**src/rtl/spath_pkg.sv**
```systemverilog
package spath_pkg;

   typedef enum logic [1:0] {
      OP_LINK  = 2'b00,
      OP_SOLVE = 2'b01,
      OP_FETCH = 2'b10,
      OP_SEP   = 2'b11
   } op_e;

   function automatic logic host_owns(input logic [1:0] code);
      return (code == OP_LINK) || (code == OP_SOLVE);
   endfunction

endpackage

```
**src/rtl/spath_bus_mux.sv**
```systemverilog
module spath_bus_mux
   import spath_pkg::*;
#(
   parameter int NODE_CNT = 16,
   parameter int BUS_W    = 12
) (
   input  logic                      clk_i,
   input  logic                      rst_ni,
   input  logic [1:0]                code_i,
   input  logic [BUS_W-1:0]          host_data_i,
   input  logic [NODE_CNT-1:0]       pe_drv_i,
   input  logic [NODE_CNT*BUS_W-1:0] pe_data_i,
   output logic [BUS_W-1:0]          bus_o
);

   logic [BUS_W-1:0] gated [NODE_CNT];
   logic [BUS_W-1:0] pe_or;

   for (genvar k = 0; k < NODE_CNT; k++) begin : g_gate
      assign gated[k] = pe_drv_i[k] ? pe_data_i[k*BUS_W +: BUS_W] : '0;
   end

   always_comb begin
      pe_or = '0;
      for (int k = 0; k < NODE_CNT; k++) begin
         pe_or = pe_or | gated[k];
      end
   end

   assign bus_o = host_owns(code_i) ? host_data_i : pe_or;

   AST_ONE_DRIVER: assert property (@(posedge clk_i) disable iff (!rst_ni) $onehot0(pe_drv_i));

endmodule

```
**src/rtl/spath_link_asm.sv**
```systemverilog
module spath_link_asm
   import spath_pkg::*;
#(
   parameter int IDX_W    = 4,
   parameter int WEIGHT_W = 8,
   parameter int BUS_W    = 12
) (
   input  logic                clk_i,
   input  logic                rst_ni,
   input  logic [1:0]          code_i,
   input  logic                accept_i,
   input  logic [BUS_W-1:0]    word_i,
   input  logic [IDX_W-1:0]    dst_i,
   output logic                link_vld_o,
   output logic [IDX_W-1:0]    link_src_o,
   output logic [IDX_W-1:0]    link_dst_o,
   output logic [WEIGHT_W-1:0] link_wt_o
);

   logic                second_q;
   logic [IDX_W-1:0]    src_q;
   logic [WEIGHT_W-1:0] wt_q;

   always_ff @(posedge clk_i) begin
      if (!rst_ni) begin
         second_q   <= 1'b0;
         src_q      <= '0;
         wt_q       <= '0;
         link_vld_o <= 1'b0;
         link_src_o <= '0;
         link_dst_o <= '0;
         link_wt_o  <= '0;
      end else begin
         link_vld_o <= 1'b0;
         if (second_q) begin
            second_q <= 1'b0;
            if (code_i == OP_LINK) begin
               link_vld_o <= 1'b1;
               link_src_o <= src_q;
               link_wt_o  <= wt_q;
               link_dst_o <= dst_i;
            end
         end else if (accept_i && code_i == OP_LINK) begin
            second_q <= 1'b1;
            src_q    <= word_i[IDX_W-1:0];
            wt_q     <= word_i[BUS_W-1:IDX_W];
         end
      end
   end

   AST_LINK_TWO_BEATS: assert property (@(posedge clk_i) disable iff (!rst_ni) link_vld_o |-> $past(code_i) == OP_LINK);
   AST_LINK_SINGLE: assert property (@(posedge clk_i) disable iff (!rst_ni) link_vld_o |=> !link_vld_o);

endmodule

```
**src/rtl/spath_seq.sv**
```systemverilog
module spath_seq
   import spath_pkg::*;
#(
   parameter int NODE_CNT = 16,
   parameter int IDX_W    = 4,
   parameter int BUS_W    = 12
) (
   input  logic             clk_i,
   input  logic             rst_ni,
   input  logic [1:0]       code_i,
   input  logic [BUS_W-1:0] bus_i,
   output logic             accept_o,
   output logic             solve_go_o,
   output logic [IDX_W-1:0] solve_src_o,
   output logic             fetch_go_o,
   output logic [IDX_W-1:0] fetch_idx_o
);

   localparam logic [BUS_W-1:0] DONE_WORD = '1;
   localparam logic [IDX_W-1:0] LAST_IDX  = IDX_W'(NODE_CNT - 1);

   logic             armed_q;
   logic             busy_q;
   logic [IDX_W-1:0] ptr_q;
   logic             done_seen;

   assign accept_o  = armed_q && !busy_q;
   assign done_seen = busy_q && !host_owns(code_i) && (bus_i == DONE_WORD);

   always_ff @(posedge clk_i) begin
      if (!rst_ni) begin
         armed_q     <= 1'b0;
         busy_q      <= 1'b0;
         ptr_q       <= '0;
         solve_go_o  <= 1'b0;
         solve_src_o <= '0;
         fetch_go_o  <= 1'b0;
         fetch_idx_o <= '0;
      end else begin
         armed_q    <= (code_i == OP_SEP);
         solve_go_o <= 1'b0;
         fetch_go_o <= 1'b0;
         if (accept_o && code_i == OP_SOLVE) begin
            solve_go_o  <= 1'b1;
            solve_src_o <= bus_i[IDX_W-1:0];
            busy_q      <= 1'b1;
            ptr_q       <= '0;
         end else if (done_seen) begin
            busy_q <= 1'b0;
         end
         if (accept_o && code_i == OP_FETCH) begin
            fetch_go_o  <= 1'b1;
            fetch_idx_o <= ptr_q;
            ptr_q       <= (ptr_q == LAST_IDX) ? '0 : ptr_q + 1'b1;
         end
      end
   end

   AST_SOLVE_AFTER_SEP: assert property (@(posedge clk_i) disable iff (!rst_ni) solve_go_o |-> $past(armed_q));
   AST_SOLVE_PULSE: assert property (@(posedge clk_i) disable iff (!rst_ni) solve_go_o |=> !solve_go_o);
   AST_FETCH_IDLE: assert property (@(posedge clk_i) disable iff (!rst_ni) fetch_go_o |-> !$past(busy_q));
   AST_PTR_RANGE: assert property (@(posedge clk_i) disable iff (!rst_ni) ptr_q <= LAST_IDX);

endmodule

```
**src/rtl/spath_host_if.sv**
```systemverilog
module spath_host_if
   import spath_pkg::*;
#(
   parameter int NODE_CNT = 16,
   parameter int WEIGHT_W = 8,
   localparam int IDX_W   = (NODE_CNT > 1) ? $clog2(NODE_CNT) : 1,
   localparam int BUS_W   = IDX_W + WEIGHT_W
) (
   input  logic                      clk_i,
   input  logic                      rst_ni,
   input  logic [1:0]                code_i,
   input  logic [BUS_W-1:0]          host_data_i,
   input  logic [NODE_CNT-1:0]       pe_drv_i,
   input  logic [NODE_CNT*BUS_W-1:0] pe_data_i,
   output logic [BUS_W-1:0]          bus_o,
   output logic                      link_vld_o,
   output logic [IDX_W-1:0]          link_src_o,
   output logic [IDX_W-1:0]          link_dst_o,
   output logic [WEIGHT_W-1:0]       link_wt_o,
   output logic                      solve_go_o,
   output logic [IDX_W-1:0]          solve_src_o,
   output logic                      fetch_go_o,
   output logic [IDX_W-1:0]          fetch_idx_o
);

   if (NODE_CNT < 2) begin : g_bad_nodes
      $error("NODE_CNT must be at least 2");
   end
   if (WEIGHT_W < 2) begin : g_bad_weight
      $error("WEIGHT_W must be at least 2");
   end

   logic accept;

   spath_bus_mux #(.NODE_CNT(NODE_CNT), .BUS_W(BUS_W)) u_mux (
      .clk_i       (clk_i),
      .rst_ni      (rst_ni),
      .code_i      (code_i),
      .host_data_i (host_data_i),
      .pe_drv_i    (pe_drv_i),
      .pe_data_i   (pe_data_i),
      .bus_o       (bus_o)
   );

   spath_seq #(.NODE_CNT(NODE_CNT), .IDX_W(IDX_W), .BUS_W(BUS_W)) u_seq (
      .clk_i       (clk_i),
      .rst_ni      (rst_ni),
      .code_i      (code_i),
      .bus_i       (bus_o),
      .accept_o    (accept),
      .solve_go_o  (solve_go_o),
      .solve_src_o (solve_src_o),
      .fetch_go_o  (fetch_go_o),
      .fetch_idx_o (fetch_idx_o)
   );

   spath_link_asm #(.IDX_W(IDX_W), .WEIGHT_W(WEIGHT_W), .BUS_W(BUS_W)) u_link (
      .clk_i      (clk_i),
      .rst_ni     (rst_ni),
      .code_i     (code_i),
      .accept_i   (accept),
      .word_i     (bus_o),
      .dst_i      (bus_o[IDX_W-1:0]),
      .link_vld_o (link_vld_o),
      .link_src_o (link_src_o),
      .link_dst_o (link_dst_o),
      .link_wt_o  (link_wt_o)
   );

endmodule

```
**config.mk**
```make
export PLATFORM = sky130hd
export DESIGN_NAME = spath_host_if
export DESIGN_NICKNAME = d
export VERILOG_FILES = /design/src/rtl/spath_pkg.sv /design/src/rtl/spath_bus_mux.sv /design/src/rtl/spath_link_asm.sv /design/src/rtl/spath_seq.sv /design/src/rtl/spath_host_if.sv
export SDC_FILE = /design/constraint.sdc
export NUM_CORES = 1
export LEC_CHECK = 0
export BUFFER_PORTS_ARGS = -buffer_cell sky130_fd_sc_hd__buf_2
export CAP_MARGIN = 25
export CORE_AREA = 3 3 102 104
export CTS_BUF_LIST = sky130_fd_sc_hd__clkbuf_8
export CTS_CLUSTER_SIZE = 30
export DETAILED_ROUTE_END_ITERATION = 16
export DIE_AREA = 0 0 105 107
export MAX_ROUTING_LAYER = met4
export PLACE_DENSITY = 0.8
export SLEW_MARGIN = 20
export SYNTH_ARGS = -nofsm -noshare
export SYNTH_HDL_FRONTEND = slang
export SYNTH_SLANG_ARGS = --single-unit
export TNS_END_PERCENT = 50
```
**constraint.sdc**
```tcl
create_clock -name clk_i -period 1.6 [get_ports clk_i]
set_clock_uncertainty 0.2 [all_clocks]
set_input_delay 0 -clock clk_i [delete_from_list [all_inputs] [get_ports clk_i]]
set_output_delay 0 -clock clk_i [all_outputs]
set_load 0.005 [all_outputs]
```
# Yosys cells after proc, flatten, opt, wreduce, memory -nomap -nowiden
# Index checks and enable logic that the tools add are counted.
# Widths: inputs -> output; s select.
[classes]
bitwise = 17
reduce_logical = 16
add_sub_neg = 1
n_mux = 26
n_eq_ne = 5
[op_table]
columns = ["operator", "n"]
rows = [
  ["$mux 12", 17],
  ["$or 12x12->12", 15],
  ["$eq 12x12->1 const B", 1],
  ["$mux 4", 3],
  ["$logic_and 1x1->1", 6],
  ["$mux 1", 6],
  ["$reduce_and 2->1", 3],
  ["$add 4x1->4 const B", 1],
  ["$eq 2x2->1 const B", 2],
  ["$eq 4x4->1 const B", 1],
  ["$reduce_bool 2->1", 2],
  ["$eq 2x1->1 const B", 1],
  ["$logic_not 1->1", 2],
  ["$logic_not 2->1", 1],
  ["$not 1->1", 2],
  ["$reduce_or 2->1", 1],
  ["$logic_or 1x1->1", 1],
]
[totals]
in_bits = 224
elab_cells = 79
output_inout_bits = 39
regBits = 46

# Logic depth before layout (Yosys ltp)
# Gate-level depths: netlist (run 1).
[logic_depth]
depth_word = 21
depth_mapped = 7
mapped_depth_nobuf = 6

# By module
# From an unflattened synthesis (run 1), not the netlist that was laid out.
[unflattened]
cells_unflattened = 335
area_unflattened_um2 = 3009.1
[by_module_without_submodules]
columns = ["mod", "n_inst", "cells_per_inst", "seq_area_each_um2", "area_each_um2"]
rows = [
  ["spath_bus_mux", 1, 150, 0.0, 1202.4],
  ["spath_link_asm", 1, 114, 600.6, 1143.6],
  ["spath_seq", 1, 71, 320.3, 663.1],
]

# Least setup slack after synthesis (run 1)
# OpenSTA, ideal clock, no wires.
[synth_path]
path_kind = "flip-flop to flip-flop"
start = "reg u_seq.busy_q"
end = "reg u_seq.ptr_q[0]"
period_less_slack_ns = 1.576
setup_slack_ns = 0.024
path_stages_with_launch = 7
path_buffers = 1
t_required_ns = 1.335
t_arrival_ns = 1.311
setup_ns = 0.065
cell_sequence = "dfxtp_1 nand2b_1 or3_1 clkbuf_1 a311oi_1 a21oi_1 nor2b_1"
[synth_between]
elab_chain_cells = 4
word_cells_on_any_way = 6
classes_between = "mux (1); reduce/logical (5)"
[synth_rtl]
columns = ["item", "line_no", "text"]
rows = [
  ["start, declared", "spath_seq.sv:23", "logic busy_q;"],
  ["start signal, assigned", "spath_seq.sv:33", "busy_q <= 1'b0;"],
  ["start signal, assigned", "spath_seq.sv:46", "busy_q <= 1'b1;"],
  ["start signal, assigned", "spath_seq.sv:49", "busy_q <= 1'b0;"],
  ["$logic_not 1->1 *", "spath_seq.sv:27", "assign accept_o = armed_q && !busy_q;"],
  ["$logic_and 1x1->1 *", "spath_seq.sv:27", ""],
  ["$logic_and 1x1->1, on equally long branches", "spath_seq.sv:51, spath_seq.sv:43", ""],
  ["$mux 4 / $reduce_bool 2->1 (equally long branches)", "--", ""],
  ["end signal, assigned", "spath_seq.sv:54", "ptr_q <= (ptr_q == LAST_IDX) ? '0 : ptr_q + 1'b1;"],
  ["end, declared", "spath_seq.sv:24", "logic [IDX_W-1:0] ptr_q;"],
]
# Mark *: on every way between the ends. The rest lies on a longest branch, timed or not.
# A chain may end at the register's enable or synchronous reset.

# Final worst setup path (run 1)
[layout_path]
start = "in pe_drv_i[11]"
end = "out bus_o[11]"
[layout_between]
elab_chain_cells = 7
[layout_rtl]
columns = ["item", "line_no", "text"]
rows = [
  ["start, declared", "spath_host_if.sv:13", "input logic [NODE_CNT-1:0] pe_drv_i,"],
  ["$mux 12", "spath_bus_mux.sv:20", "assign gated[k] = pe_drv_i[k] ? pe_data_i[k*BUS_W +: BUS_W] : '0;"],
  ["$or 12x12->12 (5 in a row)", "spath_bus_mux.sv:26", "pe_or = pe_or | gated[k];"],
  ["$mux 12", "spath_bus_mux.sv:30", "assign bus_o = host_owns(code_i) ? host_data_i : pe_or;"],
  ["end, declared", "spath_host_if.sv:15", "output logic [BUS_W-1:0] bus_o,"],
]
# Every way passes these cells.

==> metrics.cfg, run 1 <==
[timing]
period_share_pct = 102
setup_violations = 1
fin_ws_ns = -0.0280
finalHoldViolations = 0
fmax_mhz = 614
fin_crit_ns = 1.63
worst_slew_pin_slew_ns = 0.623
drv_slew = 0
timing.slew.headroom_pct = 58.5
whs_ns = 0.0108
fin_tns_setup_ns = -0.0280
rsz0062_at_grt = true

[worst_setup_path]
worstSetupPathType = in -> out
cp-end-kind = output port
arrival_ns = 1.43
critPathMaxFanout = 9
crit_path_start_kind = input port
required_ns = 1.40

[layout]
register_area_um2 = 922
multiInputGateArea_um2 = 2050
nets = 884
layout-drive-gt1-share_pct = 54.5
fillCellCount = 922
syn_to_final_growth_pct = 71.5

[die]
chipWidth_um = 105
dieArea_um2 = 11200
start_util_pct = 31.6
io_pins = 263
core_um2 = 9640
die_h_um = 107
fp-row-count = 36

[synth]
synth_seq_cells = 46
syn_nets = 585
netlist_area_um2 = 3050
synth_top_area_share_pct = 30.2
synth-main-ff-cell = dfxtp_1
async_reset_ff_share_pct = 0
synth_edf_count = 0
ys_types = 48
synth_area_leader_cell = dfxtp_1
yosysSeqAreaShare_pct = 30.2
avgSynthCellArea_um2 = 8.47
synthTopCellsByArea = dfxtp_1 (30%), a22oi_1 (9.1%), nand2_1 (8.2%), a22o_1 (6.9%), a221oi_1 (6.6%)
ys_warn_count = 0
netlist_instances = 360

[clocking]
cts_tree = built
cts_sinks = 46
insertion_delay_ns = 0.30
numCtsBuffers = 5
h-tree-depth = 2
root_buffer = clkbuf_8
clock_path_buffers = 2
path_clk_slew_ns = 0.08

[detailed_routing]
drtIter0Drc = 319
finalWirelength_um = 16400
dr.pass1.iters = 5
vias_per_cell = 5.49
wire_per_inst_um = 20.7
drc = 0
dr_total_vias = 4360
ant_nets = 0

[power]
p_per_area_nw_per_um2 = 566
p_leak_nw = 2.44
ir_worst_vdd_v = 0.000300

[placement]
dpl_worst_slack_ns = -0.213
hpwl_um = 13500
globalplace.congestion = 0.939
numPortBuffers = 262

[global_route]
antenna_found_initial = 1
grt_pass1_vias = 4533
grt_start_max_net_pins = 45
grt_overflow_total = 0
grtUsageTotal_pct = 28.4
grt_pass1_wl_um = 24100

[status]
outcome = complete, but fails checks
violations = setup timing

[job]
cap_violations = 0

[worst_hold_path]
hold_path.class = in -> reg

## what timing repair did
item                                   4_1_cts  5_1_grt
pin swaps                                    3       14
setup endpoints to repair                    5       27
setup buffers                                0        4
gates resized for setup                      4       45
hold buffers                                 6        0
endpoints found under the hold margin       10        0
## report_power, final
group / switching (mW) / leakage [nW] / internal, mW
sequential: 0.00679 / 0.372 / 1.15
combinational: 0.435 / 2.01 / 0.505
clock: 0.400 / 0.0579 / 0.460
total: 0.841 / 2.44 / 2.12
## per-stage QoR
step	instances	total power [mW]	area [um^2]	utilization, %
3_3_place_gp	775	2.05	4860	50.4
4_1_cts	789	2.92	5040	52.3
2_1_floorplan	360	1.52	3050	-
3_5_place_dp	775	2.05	4860	50.4
6_report	794	2.96	5230	54.3
5_1_grt	794	3.08	5230	54.3
## worst max-delay path, cell delays in order
cell	delay, ns
buf_4	0.16
buf_4	0.14
a221oi_2	0.24
nand4_1	0.14
a2111o_1	0.48
o21a_1	0.14
buf_2	0.13
## final timing paths
kind / from / to / slack, ns / depth (start not counted)
worst max-delay path: pe_drv_i[11] / bus_o[11] / -0.03 / 7
worst min-delay path: host_data_i[7] / u_seq.busy_q / 0.01 / 5
worst max register to register: u_seq.busy_q / u_seq.ptr_q[2] / 0.04 / 7
worst min register to register: u_link.link_wt_o[6] / u_link.link_wt_o[6] / 0.25 / 2
## synthesized netlist by cell type (3+ instances only)
cell / instances
clkbuf_1: 11
nor2_1: 15
nor2b_1: 7
buf_2: 13
a22oi_1: 37
and2_1: 5
buf_4: 6
nand4_1: 5
a221oi_1: 23
a21boi_0: 10
mux2i_1: 3
a221oi_2: 4
nand3_1: 5
a41oi_2: 6
and4_1: 4
a22o_1: 24
nand2_1: 67
dfxtp_1: 46
o21a_1: 4
a222oi_1: 3
a21boi_1: 22
a22o_2: 3
and3_1: 7
o211ai_1: 3
## cell type report
class / instances / area share [%]
Clock buffer: 5 / 1.32
Clock inverter: 3 / 0.766
Antenna cell: 1 / 0.0478
Inverter: 2 / 0.144
Tap cell: 133 / 3.18
Multi-Input combinational cell: 280 / 39.2
Sequential cell: 46 / 17.6
Timing Repair Buffer: 324 / 37.7
## per-layer routing
layer	share of wire (%)	routed length [um]	track usage, %	vias up
li1	-	-	-	2013
met1	40	6540	32.9	2054
met2	49	8090	48.8	245
met3	7.7	1270	5.90	48
met4	3.2	521	9.93	0
met5	0	0	-	-
## state kept, by name, indices dropped and copies added, names as in the netlist
name and flops:
u_link.link_vld_o 1, u_seq.fetch_idx_o 4, u_seq.fetch_go_o 1, u_seq.ptr_q 4, u_seq.solve_src_o 4, u_link.src_q 4, u_seq.solve_go_o 1, u_link.link_dst_o 4
u_seq.armed_q 1, u_link.link_wt_o 8, u_link.link_src_o 4, u_link.second_q 1, u_link.wt_q 8, u_seq.busy_q 1
## layout by cell type, fill, tap and decap left out, types with 6 or more instances in the layout
| cell type | n |
|---|---|
| buf_2 | 249 |
| nand2_1 | 67 |
| buf_4 | 49 |
| dfxtp_1 | 45 |
| a22oi_1 | 37 |
| a22o_1 | 24 |
| a21boi_1 | 22 |
| a221oi_1 | 14 |
| nor2_1 | 14 |
| a221oi_2 | 13 |
| a21boi_0 | 10 |
| buf_6 | 9 |
| buf_12 | 9 |
| and3_1 | 7 |
| nor2b_1 | 7 |
| a41oi_2 | 6 |
| dlygate4sd3_1 | 6 |
## kinds of logic after synthesis
| logic type | after synthesis | synth area share, % |
|---|---|---|
| multiplexers | 3 | 0.984 |
| flip-flops | 46 | 30.2 |
| AO/OA/AOI/OAI | 152 | 43.0 |
| adder cells (fa/ha/maj) | 1 | 0.410 |
| AND/OR/NAND/NOR | 124 | 19.4 |
| buffers and inverters | 34 | 5.95 |
(Power assumes the default switching activity.)
==> run 2, diff against run 1 <==
--- a/config.mk
+++ b/config.mk
@@ -14,6 +14,7 @@
 export DIE_AREA = 0 0 105 107
 export MAX_ROUTING_LAYER = met4
 export PLACE_DENSITY = 0.8
+export SKIP_LAST_GASP = 1
 export SLEW_MARGIN = 20
 export SYNTH_ARGS = -nofsm -noshare
 export SYNTH_HDL_FRONTEND = slang
==> run 2 against run 1 <==
Effect of this change:
- the run still ends with setup timing left
- fmax up 0.15%
- first-iteration DRC count up 18%
- via count up 1.0%
- flip-flop and latch count unchanged
- die area unchanged
- setup slack better by 0.0024 ns
- sequential share of layout area about the same
- final cell count up 0.13%
- critical endpoint unchanged
- highest routed layer unchanged
==> metrics.cfg, run 2 (synthesis results as in run 1) <==
[layout]
layout-drive-gt1-share_pct = 53.7  ; -0.84 points
top_regs = u_link.link_wt_o x8, u_link.wt_q x8
final_common_cell = buf_2
register_area_um2 = 922  ; unchanged
syn_to_final_growth_pct = 71.2
layout_common_cells = buf_2 (249), nand2_1 (67), buf_4 (50)
nets = 885  ; +0.11%
multiInputGateArea_um2 = 2030  ; -1.3%
final_cell_area_um2 = 5220  ; -0.12%
fillCellCount = 924  ; +0.22%

[global_route]
grt_pass1_vias = 4519  ; -0.31%
grtUsageTotal_pct = 28.3  ; about the same
grt_start_max_net_pins = 45  ; unchanged
grt_overflow_total = 0  ; unchanged
antenna_found_initial = 1  ; unchanged
grt_pass1_wl_um = 24100  ; -0.11%

[die]
fp-row-count = 36  ; unchanged
die_h_um = 107  ; unchanged
core_um2 = 9640  ; unchanged
start_util_pct = 31.6  ; unchanged
chipWidth_um = 105  ; unchanged
dieArea_um2 = 11200  ; unchanged
io_pins = 263  ; unchanged

[status]
violations = setup timing
outcome = complete, but fails checks

[clocking]
numCtsBuffers = 5  ; unchanged
root_buffer = clkbuf_8
cts_sinks = 46  ; unchanged
path_clk_slew_ns = 0.08  ; about the same
h-tree-depth = 2  ; unchanged
cts_tree = built
clock_path_buffers = 2  ; unchanged
insertion_delay_ns = 0.30  ; about the same

[detailed_routing]
finalWirelength_um = 16400  ; -0.38%
vias_per_cell = 5.54  ; +0.88%
drtIter0Drc = 377  ; +18%
dr.pass1.iters = 6  ; +1
ant_nets = 0  ; unchanged
drc = 0  ; unchanged
wire_per_inst_um = 20.6  ; -0.50%
dr_total_vias = 4404  ; +1.0%

[worst_setup_path]
cpPeakStageDelay_ns = 0.48  ; about the same
crit_chain = buf_6 > a22o_1 > a221oi_2 > nand4_1 > a2111o_1 > o21a_1 > buf_2
r2r_setup_slack_ns = 0.03  ; about the same
r2r-end = u_seq.ptr_q[2]
crit_slowest_cell = a2111o_1
reg2reg_from = u_seq.busy_q
cp-endpoint = bus_o[11]
required_ns = 1.40  ; about the same
arrival_ns = 1.43  ; about the same
r2r_cells = 7  ; unchanged
critPathMaxFanout = 7  ; -2
cp-end-kind = output port
worstSetupPathType = in -> out
cp-startpoint = pe_drv_i[5]
crit_path_start_kind = input port

[placement]
place_area_um2 = 4860  ; unchanged
dpl_worst_slack_ns = -0.213  ; unchanged
globalplace.congestion = 0.939  ; unchanged
hpwl_um = 13500  ; unchanged
numPortBuffers = 262  ; unchanged

[worst_hold_path]
hold_path.class = in -> reg
hold_start = host_data_i[7]

[timing]
fmax_mhz = 615  ; +0.15%
timing.slew.headroom_pct = 59.3  ; +0.83 points
drv_slew = 0  ; unchanged
rsz0062_at_grt = true
fin_crit_ns = 1.63  ; -0.00241 ns
worst_slew_pin_slew_ns = 0.610  ; -0.0125 ns
finalHoldViolations = 0  ; unchanged
fin_ws_ns = -0.0256  ; +0.00241 ns
period_share_pct = 102  ; -0.15 points
setup_violations = 1  ; unchanged

[job]
cap_violations = 0  ; unchanged

[power]
p_leak_nw = 2.45  ; +0.21%
p_per_area_nw_per_um2 = 565  ; -0.12%
ir_worst_vdd_v = 0.000300  ; about the same

[run 2: critical path: cells and delay by family]
family / cells / cell delay, ns
AOI/OAI and AO/OA: 4 / 1.04
and+or+nand+nor: 1 / 0.14
buffers and inverters: 2 / 0.25
[run 2: layer usage]
layer	GRT usage, %	vias up	share of wire, %
met5	-	-	0
met4	9.93	0	3.3
met3	5.90	44	7.7
met2	48.6	251	49
met1	33.0	2099	40
li1	-	2010	-
[run 2: cell type report]
cell class	instances	area share, %
Multi-Input combinational cell	280	38.8
Timing Repair Buffer	325	38.1
Sequential cell	46	17.7
Tap cell	133	3.19
Clock buffer	5	1.32
Clock inverter	3	0.766
Inverter	2	0.144
Antenna cell	1	0.0479
[run 2: how the worst min path moves through the flow]
stage / cells past startpoint / to
3_3_place_gp: 3 / bus_o[6]
3_5_place_dp: 3 / bus_o[6]
6_report: 5 / u_seq.busy_q
2_1_floorplan: 1 / bus_o[11]
5_1_grt: 5 / u_seq.busy_q
4_1_cts: 5 / u_seq.busy_q
[run 2: through the flow]
stage               TNS, ns  utilization, %  hold WS [ns]  instances  power, mW
floorplan                 0               -        -0.101        360       1.52
global placement     -0.979            50.4        0.0910        775       2.05
detailed placement    -1.53            50.4        0.0909        775       2.05
CTS                 -0.0832            52.2       0.00369        789       2.92
global route         -0.276            54.2        0.0401        795       3.08
finish              -0.0256            54.2        0.0116        795       2.95
[run 2: power breakdown]
group	internal [mW]	leakage (nW)	switching (mW)
logic	0.510	2.02	0.426
registers	1.15	0.372	0.00681
clock network	0.460	0.0579	0.397
[run 2: what timing repair did]
action	CTS	global route
endpoints found under the setup margin	5	28
pin swaps	2	12
resized for setup	1	48
buffers inserted	0	5
hold buffers	6	0
endpoints found under the hold margin	10	0
